==> src/rtl/desc_chain_dma_pkg.sv <==
package desc_chain_dma_pkg;
  localparam int WORD_W   = 32;
  localparam int OWN_BIT  = 31;
  localparam int LAST_BIT = 2;

  typedef enum logic [1:0] {SEL_DESC, SEL_BUF, SEL_STAT} memSel_t;

  // strobes from control to datapath
  typedef struct packed {
    logic    loadStart;
    logic    captureWord;
    logic    planMove;
    logic    captureData;
    logic    wordDone;
    logic    commitDesc;
    logic    followNext;
    logic    finish;
    memSel_t memSel;
  } pathCtl_t;
endpackage

==> src/rtl/desc_chain_dma_path.sv <==
module desc_chain_dma_path
  import desc_chain_dma_pkg::*;
#(
  parameter int MAX_DESC_BYTES = 8192,
  parameter int CNT_W          = 32
) (
  input  logic              clk,
  input  logic              rstN,
  input  pathCtl_t          ctl,
  input  logic              isWrite,
  input  logic [CNT_W-1:0]  byteCount,
  input  logic [WORD_W-1:0] descBase,
  input  logic [WORD_W-1:0] memRdata,
  input  logic [WORD_W-1:0] cardRxData,
  input  logic              clrFlags,
  output logic [WORD_W-1:0] memAddr,
  output logic [WORD_W-1:0] memWdata,
  output logic [WORD_W-1:0] cardTxData,
  output logic [CNT_W-1:0]  bytesLeft,
  output logic              dirWrite,
  output logic              fetchLastWord,
  output logic              wordsOne,
  output logic              descIsLast,
  output logic              remainZero,
  output logic              dataDone,
  output logic              listDone,
  output logic              dmaSummary,
  output logic              txDone,
  output logic              rxDone
);
  localparam int SIZE_W = $clog2(MAX_DESC_BYTES) + 1;

  logic [WORD_W-1:0] curDesc, descStatus, descSize, descBuf, descNext;
  logic [WORD_W-1:0] bufPtr, holdWord;
  logic [1:0]        fetchIdx;
  logic [SIZE_W-1:0] wordsLeft, moveBytes;
  logic [CNT_W-1:0]  remain;

  logic [SIZE_W-1:0] clampSize, moveLen;
  logic [SIZE_W:0]   roundUp;
  logic [CNT_W-1:0]  remainNext;

  // size clamp and per-descriptor byte budget
  always_comb begin
    if (descSize == '0 || descSize > WORD_W'(MAX_DESC_BYTES))
      clampSize = SIZE_W'(MAX_DESC_BYTES);
    else
      clampSize = descSize[SIZE_W-1:0];
    moveLen = (remain < CNT_W'(clampSize)) ? remain[SIZE_W-1:0] : clampSize;
    roundUp = {1'b0, moveLen} + (SIZE_W+1)'(3);
    remainNext = (remain > CNT_W'(moveBytes)) ? remain - CNT_W'(moveBytes) : '0;
  end

  always_ff @(posedge clk or negedge rstN) begin
    if (!rstN) begin
      curDesc    <= '0;
      descStatus <= '0;
      descSize   <= '0;
      descBuf    <= '0;
      descNext   <= '0;
      fetchIdx   <= '0;
      remain     <= '0;
      dirWrite   <= 1'b0;
    end else begin
      if (ctl.loadStart) begin
        curDesc  <= descBase;
        remain   <= byteCount;
        dirWrite <= isWrite;
        fetchIdx <= '0;
      end
      if (ctl.captureWord) begin
        case (fetchIdx)
          2'd0:    descStatus <= memRdata;
          2'd1:    descSize   <= memRdata;
          2'd2:    descBuf    <= memRdata;
          default: descNext   <= memRdata;
        endcase
        fetchIdx <= fetchIdx + 2'd1;
      end
      if (ctl.commitDesc) remain <= remainNext;
      if (ctl.followNext) begin
        curDesc  <= descNext;
        fetchIdx <= '0;
      end
    end
  end

  always_ff @(posedge clk or negedge rstN) begin
    if (!rstN) begin
      bufPtr    <= '0;
      wordsLeft <= '0;
      moveBytes <= '0;
      holdWord  <= '0;
    end else begin
      if (ctl.planMove) begin
        bufPtr    <= {descBuf[WORD_W-1:2], 2'b00};
        wordsLeft <= SIZE_W'(roundUp[SIZE_W:2]);
        moveBytes <= moveLen;
      end
      if (ctl.captureData) holdWord <= dirWrite ? memRdata : cardRxData;
      if (ctl.wordDone) begin
        bufPtr    <= bufPtr + WORD_W'(4);
        wordsLeft <= wordsLeft - SIZE_W'(1);
      end
    end
  end

  // sticky flags: clear first, a set in the same cycle wins
  always_ff @(posedge clk or negedge rstN) begin
    if (!rstN) begin
      dataDone   <= 1'b0;
      listDone   <= 1'b0;
      dmaSummary <= 1'b0;
      txDone     <= 1'b0;
      rxDone     <= 1'b0;
    end else begin
      if (clrFlags) begin
        dataDone   <= 1'b0;
        listDone   <= 1'b0;
        dmaSummary <= 1'b0;
        txDone     <= 1'b0;
        rxDone     <= 1'b0;
      end
      if (ctl.commitDesc && remainNext == '0) dataDone <= 1'b1;
      if (ctl.finish) begin
        dataDone   <= 1'b1;
        listDone   <= 1'b1;
        dmaSummary <= 1'b1;
        if (dirWrite) txDone <= 1'b1;
        else          rxDone <= 1'b1;
      end
    end
  end

  always_comb begin
    case (ctl.memSel)
      SEL_DESC: memAddr = curDesc + WORD_W'({fetchIdx, 2'b00});
      SEL_BUF:  memAddr = bufPtr;
      default:  memAddr = curDesc;
    endcase
    if (ctl.memSel == SEL_STAT) begin
      memWdata          = descStatus;
      memWdata[OWN_BIT] = 1'b0;
    end else begin
      memWdata = holdWord;
    end
  end

  assign cardTxData    = holdWord;
  assign bytesLeft     = remain;
  assign fetchLastWord = (fetchIdx == 2'd3);
  assign wordsOne      = (wordsLeft == SIZE_W'(1));
  assign descIsLast    = descStatus[LAST_BIT];
  assign remainZero    = (remain == '0);
endmodule

==> src/rtl/desc_chain_dma_ctrl.sv <==
module desc_chain_dma_ctrl
  import desc_chain_dma_pkg::*;
#(
  parameter int CNT_W = 32
) (
  input  logic             clk,
  input  logic             rstN,
  input  logic             start,
  input  logic             dmaEnable,
  input  logic             isWrite,
  input  logic [CNT_W-1:0] byteCount,
  input  logic [CNT_W-1:0] blockSize,
  input  logic             cardDataReady,
  input  logic             memAck,
  input  logic             cardTxReady,
  input  logic             cardRxValid,
  input  logic             dirWrite,
  input  logic             fetchLastWord,
  input  logic             wordsOne,
  input  logic             descIsLast,
  input  logic             remainZero,
  output pathCtl_t         ctl,
  output logic             memReq,
  output logic             memWe,
  output logic             cardTxValid,
  output logic             cardRxReady,
  output logic             busy
);
  typedef enum logic [3:0] {
    S_IDLE, S_FETCH, S_PLAN, S_MEMRD, S_CARDTX,
    S_CARDRX, S_MEMWR, S_WBACK, S_STEP
  } state_t;

  state_t state, stateNext;
  logic   goOk;

  assign goOk = start && dmaEnable && (byteCount != '0) && (blockSize != '0)
                && (isWrite || cardDataReady);

  always_comb begin
    ctl         = '0;
    memReq      = 1'b0;
    memWe       = 1'b0;
    cardTxValid = 1'b0;
    cardRxReady = 1'b0;
    stateNext   = state;
    case (state)
      S_IDLE: if (goOk) begin
        ctl.loadStart = 1'b1;
        stateNext     = S_FETCH;
      end
      S_FETCH: begin
        memReq     = 1'b1;
        ctl.memSel = SEL_DESC;
        if (memAck) begin
          ctl.captureWord = 1'b1;
          if (fetchLastWord) stateNext = S_PLAN;
        end
      end
      S_PLAN: begin
        ctl.planMove = 1'b1;
        stateNext    = dirWrite ? S_MEMRD : S_CARDRX;
      end
      S_MEMRD: begin
        memReq     = 1'b1;
        ctl.memSel = SEL_BUF;
        if (memAck) begin
          ctl.captureData = 1'b1;
          stateNext       = S_CARDTX;
        end
      end
      S_CARDTX: begin
        cardTxValid = 1'b1;
        if (cardTxReady) begin
          ctl.wordDone = 1'b1;
          stateNext    = wordsOne ? S_WBACK : S_MEMRD;
        end
      end
      S_CARDRX: begin
        cardRxReady = 1'b1;
        if (cardRxValid) begin
          ctl.captureData = 1'b1;
          stateNext       = S_MEMWR;
        end
      end
      S_MEMWR: begin
        memReq     = 1'b1;
        memWe      = 1'b1;
        ctl.memSel = SEL_BUF;
        if (memAck) begin
          ctl.wordDone = 1'b1;
          stateNext    = wordsOne ? S_WBACK : S_CARDRX;
        end
      end
      S_WBACK: begin
        memReq     = 1'b1;
        memWe      = 1'b1;
        ctl.memSel = SEL_STAT;
        if (memAck) begin
          ctl.commitDesc = 1'b1;
          stateNext      = S_STEP;
        end
      end
      S_STEP: begin
        if (descIsLast || remainZero) begin
          ctl.finish = 1'b1;
          stateNext  = S_IDLE;
        end else begin
          ctl.followNext = 1'b1;
          stateNext      = S_FETCH;
        end
      end
      default: stateNext = S_IDLE;
    endcase
  end

  always_ff @(posedge clk or negedge rstN) begin
    if (!rstN) state <= S_IDLE;
    else       state <= stateNext;
  end

  assign busy = (state != S_IDLE);
endmodule

==> src/rtl/desc_chain_dma.sv <==
module desc_chain_dma
  import desc_chain_dma_pkg::*;
#(
  parameter int MAX_DESC_BYTES = 8192,
  parameter int CNT_W          = 32
) (
  input  logic              clk,
  input  logic              rstN,
  input  logic              start,
  input  logic              dmaEnable,
  input  logic              isWrite,
  input  logic [CNT_W-1:0]  byteCount,
  input  logic [CNT_W-1:0]  blockSize,
  input  logic [31:0]       descBase,
  input  logic              clrFlags,
  output logic              memReq,
  output logic              memWe,
  output logic [31:0]       memAddr,
  output logic [31:0]       memWdata,
  input  logic              memAck,
  input  logic [31:0]       memRdata,
  input  logic              cardDataReady,
  output logic              cardTxValid,
  output logic [31:0]       cardTxData,
  input  logic              cardTxReady,
  input  logic              cardRxValid,
  input  logic [31:0]       cardRxData,
  output logic              cardRxReady,
  output logic              busy,
  output logic [CNT_W-1:0]  bytesLeft,
  output logic              dataDone,
  output logic              listDone,
  output logic              dmaSummary,
  output logic              txDone,
  output logic              rxDone
);
  pathCtl_t ctl;
  logic dirWrite, fetchLastWord, wordsOne, descIsLast, remainZero;

  desc_chain_dma_ctrl #(.CNT_W(CNT_W)) u_ctrl (
    .clk(clk), .rstN(rstN), .start(start), .dmaEnable(dmaEnable),
    .isWrite(isWrite), .byteCount(byteCount), .blockSize(blockSize),
    .cardDataReady(cardDataReady), .memAck(memAck), .cardTxReady(cardTxReady),
    .cardRxValid(cardRxValid), .dirWrite(dirWrite), .fetchLastWord(fetchLastWord),
    .wordsOne(wordsOne), .descIsLast(descIsLast), .remainZero(remainZero),
    .ctl(ctl), .memReq(memReq), .memWe(memWe), .cardTxValid(cardTxValid),
    .cardRxReady(cardRxReady), .busy(busy)
  );

  desc_chain_dma_path #(.MAX_DESC_BYTES(MAX_DESC_BYTES), .CNT_W(CNT_W)) u_path (
    .clk(clk), .rstN(rstN), .ctl(ctl), .isWrite(isWrite), .byteCount(byteCount),
    .descBase(descBase), .memRdata(memRdata), .cardRxData(cardRxData),
    .clrFlags(clrFlags), .memAddr(memAddr), .memWdata(memWdata),
    .cardTxData(cardTxData), .bytesLeft(bytesLeft), .dirWrite(dirWrite),
    .fetchLastWord(fetchLastWord), .wordsOne(wordsOne), .descIsLast(descIsLast),
    .remainZero(remainZero), .dataDone(dataDone), .listDone(listDone),
    .dmaSummary(dmaSummary), .txDone(txDone), .rxDone(rxDone)
  );
endmodule

==> config.mk <==
export PLATFORM = sky130hd
export DESIGN_NAME = desc_chain_dma
export DESIGN_NICKNAME = d
export VERILOG_FILES = /design/src/rtl/desc_chain_dma_pkg.sv /design/src/rtl/desc_chain_dma_path.sv /design/src/rtl/desc_chain_dma_ctrl.sv /design/src/rtl/desc_chain_dma.sv
export SDC_FILE = /design/constraint.sdc
export NUM_CORES = 1
export LEC_CHECK = 0
export BUFFER_PORTS_ARGS = -buffer_cell sky130_fd_sc_hd__buf_2
export CAP_MARGIN = 10
export CORE_ASPECT_RATIO = 0.9
export CORE_MARGIN = 2
export CORE_UTILIZATION = 30
export CTS_BUF_LIST = sky130_fd_sc_hd__clkbuf_8
export CTS_CLUSTER_DIAMETER = 30
export DETAILED_ROUTE_END_ITERATION = 10
export GPL_TIMING_DRIVEN = 0
export PLACE_DENSITY = 0.6
export SETUP_SLACK_MARGIN = 0.5
export SYNTH_ARGS = -nofsm -noshare
export SYNTH_HDL_FRONTEND = slang
export SYNTH_SLANG_ARGS = --single-unit
==> constraint.sdc <==
create_clock -name clk -period 12.1 [get_ports clk]
set_input_delay 0.605 -clock clk [delete_from_list [all_inputs] [get_ports clk]]
set_output_delay 0.605 -clock clk [all_outputs]
set_load 0.01 [all_outputs]
* After elaboration in Yosys (flattened, before gate mapping)
Cells that the tools add are included.
Widths: inputs -> output; s select.
** Operators by class
- $add $sub $neg :: 6
- Multiply operators :: 0
- Div/mod/pow operators :: 0
- Order comparisons :: 3
- Equal/unequal tests :: 22
- Shift-type cells :: 0
- Muxes and demuxes :: 58
- Bitwise operators :: 1
- Reductions and logical operators :: 32
** Operator list (number)
- $mux 32 :: 9
- $logic_not 32->1 :: 3
- $pmux 32 s2 :: 1
- $reduce_bool 32->1 :: 2
- $mux 14 :: 4
- $pmux 4 s9 :: 1
- $add 32x3->32 const B :: 1
- $add 32x4->32 :: 1
- $gt 32x14->1 :: 1
- $gt 32x14->1 const B :: 1
- $lt 32x14->1 :: 1
- $mux 4 :: 8
- $sub 32x14->32 :: 1
- $mux 1 :: 25
- $eq 4x3->1 const B :: 4
- $add 14x2->15 const B :: 1
- $eq 14x1->1 const B :: 1
- $ne 2x2->1 const B :: 7
- $sub 14x1->14 const B :: 1
- $mux 2 :: 5
- $eq 4x2->1 const B :: 2
- $reduce_and 2->1 :: 4
- $reduce_and 8->1 :: 1
- $reduce_bool 2->1 :: 4
- other kinds (19) :: 33
** Word-level totals
- Register bits :: 294
- Bits in latches :: 0
- Bits in writable memories :: 0
- Bits in read-only memories :: 0
- Input bits :: 170
- Output and inout port bits :: 138
- Word-level logic and storage cells :: 139
- Memories kept :: 0

* Depth between registers and ports, before layout
- Word-level depth :: 9
- Depth in mapped cells :: 19
- Gate-level depth less buffers :: 15

* Cells and area by module
Synthesis repeated with hierarchy kept, for this count alone.
** Second synthesis, totals
- Cell total of the unflattened synthesis :: 1788
- Area total of the unflattened synthesis :: 17097.6 sq um
** Modules (own cells, without submodules)
- desc_chain_dma_path :: times used 1, cells an instance 1707, area each 16528.4 sq um, sequential area each 7156.9 sq um
- desc_chain_dma_ctrl :: times used 1, cells an instance 81, area each 569.3 sq um, sequential area each 100.1 sq um

* Least setup slack after synthesis
Ideal clock, no wire load.
- Kind :: reg-to-reg
- Start point :: register u_path.descSize[15]
- End point :: register u_path.wordsLeft[10]
- Library setup time :: 0.119 ns
- Data arrival time :: 4.203 ns
- Required time :: 11.981 ns
- Setup slack :: 7.778 ns
- Stages on the path, launching flop included :: 17
- Path buffers :: 2
- Period minus slack after synthesis :: 4.322 ns
- Cell sequence :: dfrtp_1 > or4_1 > nor4_1 > and3_1 > clkbuf_1 > clkbuf_1 > nand2_1 > ha_1 > a21o_1 > a21o_1 > a21o_1 > a21o_1 > a2111oi_4 > mux2_2 > nor2_1 > xnor2_1 > o21a_1
** Between the ends
- Longest elaborated chain between the ends :: 8
- Elaborated cells on any way between the ends :: 9
- Classes of those cells :: add/sub (1); order compare (2); mux (4); reduce/logical (2)
** Ends and longest elaborated chain
- start: declaration :: RTL line desc_chain_dma_path.sv:33 : logic [WORD_W-1:0] curDesc, descStatus, descSize, descBuf, descNext;
- start signal: assignment :: RTL line desc_chain_dma_path.sv:74 : 2'd1: descSize <= memRdata;
- $gt 32x14->1 / $logic_not 32->1 (equally long branches) :: RTL line desc_chain_dma_path.sv:45 : if (descSize == '0 || descSize > WORD_W'(MAX_DESC_BYTES))
- $logic_or 1x1->1 (*) :: RTL line desc_chain_dma_path.sv:45
- $mux 14 (*) :: RTL line desc_chain_dma_path.sv:45
- $lt 32x14->1 :: RTL line desc_chain_dma_path.sv:49 : moveLen = (remain < CNT_W'(clampSize)) ? remain[SIZE_W-1:0] : clampSize;
- $mux 14 (*) :: RTL line desc_chain_dma_path.sv:49
- $add 14x2->15 (*) :: RTL line desc_chain_dma_path.sv:50 : roundUp = {1'b0, moveLen} + (SIZE_W+1)'(3);
- $mux 14 (*) :: RTL line desc_chain_dma_path.sv:95 : if (ctl.planMove) begin
- $mux 14 (*) :: RTL line desc_chain_dma_path.sv:101 : if (ctl.wordDone) begin
- end signal: assignment :: RTL line desc_chain_dma_path.sv:97 : wordsLeft <= SIZE_W'(roundUp[SIZE_W:2]);
- end signal: assignment :: RTL line desc_chain_dma_path.sv:103 : wordsLeft <= wordsLeft - SIZE_W'(1);
- end: declaration :: RTL line desc_chain_dma_path.sv:36 : logic [SIZE_W-1:0] wordsLeft, moveBytes;
Every way passes the cells marked *; elsewhere a longest branch is shown, timed or not. The select of a mux whose other input is x is not followed.
A chain may end at the register's enable or synchronous reset.

* Worst setup path in the final report
- Start point :: register u_path.descSize[15]
- End point :: register u_path.wordsLeft[3]
Same word-level chain as after synthesis.

==> flow_summary_export.csv <==
group,metric,value,unit
worst_setup_path,endpoint_kind,"register",
placed_design,hpwl,47100,um
synth,yosys.area.top_type,"dfrtp_1",
synth,synthTopCellsByCount,"dfrtp_1 (290), nand2_1 (285), mux2_2 (127), o21ai_0 (127), nor2_1 (116)",
floorplanning,ios,308,
power_and_ir_drop,switchingPower,0.00264,W
layout,final_layout_size_suffix_gt1_share,27.3,%
route,dr.pass1.iters,5,
route,wl,63200,um
sta,relSlewSlack,19.4,%
synth,synth-edff-count,0,
clock_tree,tritoncts,"yes",
layout,final_nets,2375,
clock_tree,cts_sinks,290,
power_and_ir_drop,clkPwrFrac,26.8,%
sta,worst_pin_slew,1.20,ns
global_routing,antenna_found_initial,9,
floorplanning,placementRows,81,
power_and_ir_drop,p_comb_share,44.0,%
sta,period_needed,5.27,ns
power_and_ir_drop,ir_drop,0.107,mV
route,drt-vias-per-instance,5.43,
placed_design,placed_cells,2786,
clock_tree,cts.clk_slew.worst_paths,0.05,ns
global_routing,grt_overflow,0,
clock_tree,clk_latency,0.66,ns
floorplanning,die_h,227,um
global_routing,grt_pass1_vias,15700,
power_and_ir_drop,internal_power,0.00355,W
worst_setup_path,startpoint_type,"register",
layout,final_area,21200,um^2
synth,ys_ff_latch,290,
global_routing,gr-usage-all-layers,21.7,%
route,ant_nets,0,
floorplanning,core,54500,um^2
placed_design,place.gp.congestion,0.902,
synth,synth.distinct_cells,74,
clock_tree,cts.path.max_buffers,3,
synth,avgSynthCellArea,9.40,um^2
worst_setup_path,timing_worst_setup_path_type,"reg2reg",
worst_setup_path,r2r_setup_slack,6.83,ns
synth,synthesis.area,16600,um^2
synth,async_flop_share,100,%
global_routing,grt_max_degree,122,
clock_tree,numCtsBuffers,83,
min_path,hold_path.class,"in2reg",
worst_setup_path,cp_max_fo,10,
sta,skew,0.0382,ns
layout,layout.cells.non_filler,2939,
route,via_count,16000,
worst_setup_path,crit_arrival,5.83,ns
synth,yosysWarnings,0,
sta,fmaxAchievable,190,MHz
synth,synthCells,1770,
synth,syn_nets,1978,
sta,fin_setup_tns,0,ns
placed_design,dpl_cell_area,19100,um^2
route,first_iter_violations,1427,
run_status,status,"completed",
synth,yosysTopAreaCellShare,43.6,%
clock_tree,cts_setup_buffers,0,
sta,fin_crit_sh,43.6,%
route,wl_per_cell,21.5,um
power_and_ir_drop,swShare,42.6,%
synth,synth_ff_type,"dfrtp_1",
sta,rsz0062_at_grt,"no",
clock_tree,htree_levels,3,
min_path,hp-start,"isWrite",
run,drv_cap,0,
synth,yosysSeqAreaShare,43.6,%
placed_design,port_buffers,307,
sta,finalSetupViolations,0,
power_and_ir_drop,power_density,292,nW/um^2
synth,yosys-top-cells-area,"dfrtp_1 (44%), mux2_2 (8.6%), nand2_1 (6.4%), mux2i_1 (5.3%), o21ai_0 (3.8%)",
route,drc,0,
global_routing,grt_pass1_wl,95200,um
layout,syn2layout_area_growth,27.6,%
synth,yosysMostFrequentCell,"dfrtp_1",
worst_setup_path,r2r-start,"u_path.descSize[15]",
clock_tree,clockRootBuffer,"clkbuf_8",
worst_setup_path,crit_start,"u_path.descSize[15]",
worst_setup_path,worstPathRequired,12.66,ns
power_and_ir_drop,p_total,0.00619,W
layout,final_util,38.9,%
floorplanning,start_util,30.5,%
sta,slew_viol_final,0,
floorplanning,die_w,252,um
floorplanning,dieArea,57400,um^2
power_and_ir_drop,p_leak,9.45,nW
sta,hold_violations,0,
power_and_ir_drop,pwr-share-seq,29.2,%
[per-layer routing]
| metal | track usage [%] | routed length, um | part of all wire (%) |
|---|---|---|---|
| met2 | 32.3 | 27200 | 43 |
| met5 | 0 | 46 | 0.073 |
| met3 | 5.16 | 4370 | 6.9 |
| met4 | 7.27 | 1760 | 2.8 |
| met1 | 31.0 | 29800 | 47 |
[cells by family after synthesis]
family                   count (synthesis)  share of synthesized area, %
AO/OA/AOI/OAI                          392                          15.6
XOR/XNOR                                40                          2.11
adder cells (fa/ha/maj)                 38                          2.95
buffers and inverters                  141                          3.35
flip-flops                             290                          43.6
multiplexers                           215                          13.9
AND/OR/NAND/NOR                        654                          18.5
[power groups by stage]
stage	logic (W)	clock network [W]	registers (W)
floorplan	0.00171	0	0.00169
global placement	0.00264	0	0.00178
detailed placement	0.00270	0	0.00180
CTS	0.00271	0.00169	0.00179
global route	0.00300	0.00175	0.00185
finish	0.00272	0.00166	0.00181
[placed cells by master, fill, tap and decap left out, drive strengths merged, types with 42 or more instances in the layout]
master,instances
buf,335
dfrtp,290
nand2,285
clkbuf,177
o21ai,128
mux2,127
nor2,116
a21oi,91
mux2i,88
nand3,54
inv,52
nor4,42
[final cells by class]
class                   count  area, um^2
multi-input cells        1339        8830
repair buffers            312        1620
fillers                  5494       33300
inverters                  41         154
flip-flops and latches    290        7260
well taps                 705         882
clock buffers             101        1390
clock inverters            48         679
plain buffers             100         404
diodes                      3        7.51
[critical path, cell delays in order (launching register included)]
cell,delay [ns]
dfrtp_1,0.46
or4_1,0.59
nor4_1,0.26
buf_2,0.26
and3_1,0.17
clkbuf_1,0.35
clkbuf_1,0.40
nand2_1,0.18
ha_1,0.33
a21oi_1,0.15
o21ai_0,0.12
a211oi_1,0.24
a31oi_1,0.20
a2111oi_4,0.56
buf_4,0.29
mux2i_1,0.31
nor2_1,0.11
a311oi_1,0.21
[state kept, by name, indices dropped and copies added (netlist names)]
signal	flops
u_path.dirWrite	1
u_path.wordsLeft	14
u_path.bytesLeft	32
u_path.bufPtr	30
u_path.cardTxData	32
u_path.descSize	32
u_path.curDesc	32
u_path.dataDone	1
u_path.txDone	1
u_path.fetchIdx	2
u_path.moveBytes	14
u_path.descStatus	31
u_path.rxDone	1
u_path.descBuf	30
u_path.descNext	32
u_path.listDone	1
u_ctrl.state	4
[stage by stage]
stage	hold WS, ns	worst slack, ns
3_5_place_dp	0.465	6.91
3_3_place_gp	0.452	4.77
2_1_floorplan	0.309	7.78
6_report	0.199	6.83
4_1_cts	0.152	6.92
5_1_grt	0.178	6.50
[worst paths after layout]
check	cells past startpoint	end
worst max-delay path	17	u_path.wordsLeft[3]
worst min-delay path	3	u_path.dirWrite
worst max register to register	17	u_path.wordsLeft[3]
worst min register to register	2	u_path.curDesc[2]
max in group asynchronous	3	u_path.descStatus[27]
min in group asynchronous	2	u_path.descStatus[7]
[timing repair]
item	4_1_cts	5_1_grt
hold endpoints to repair	75	0
gates resized for setup	0	0
hold buffers	1	0
endpoints found under the setup margin	0	0
(Power assumes the default switching activity.)
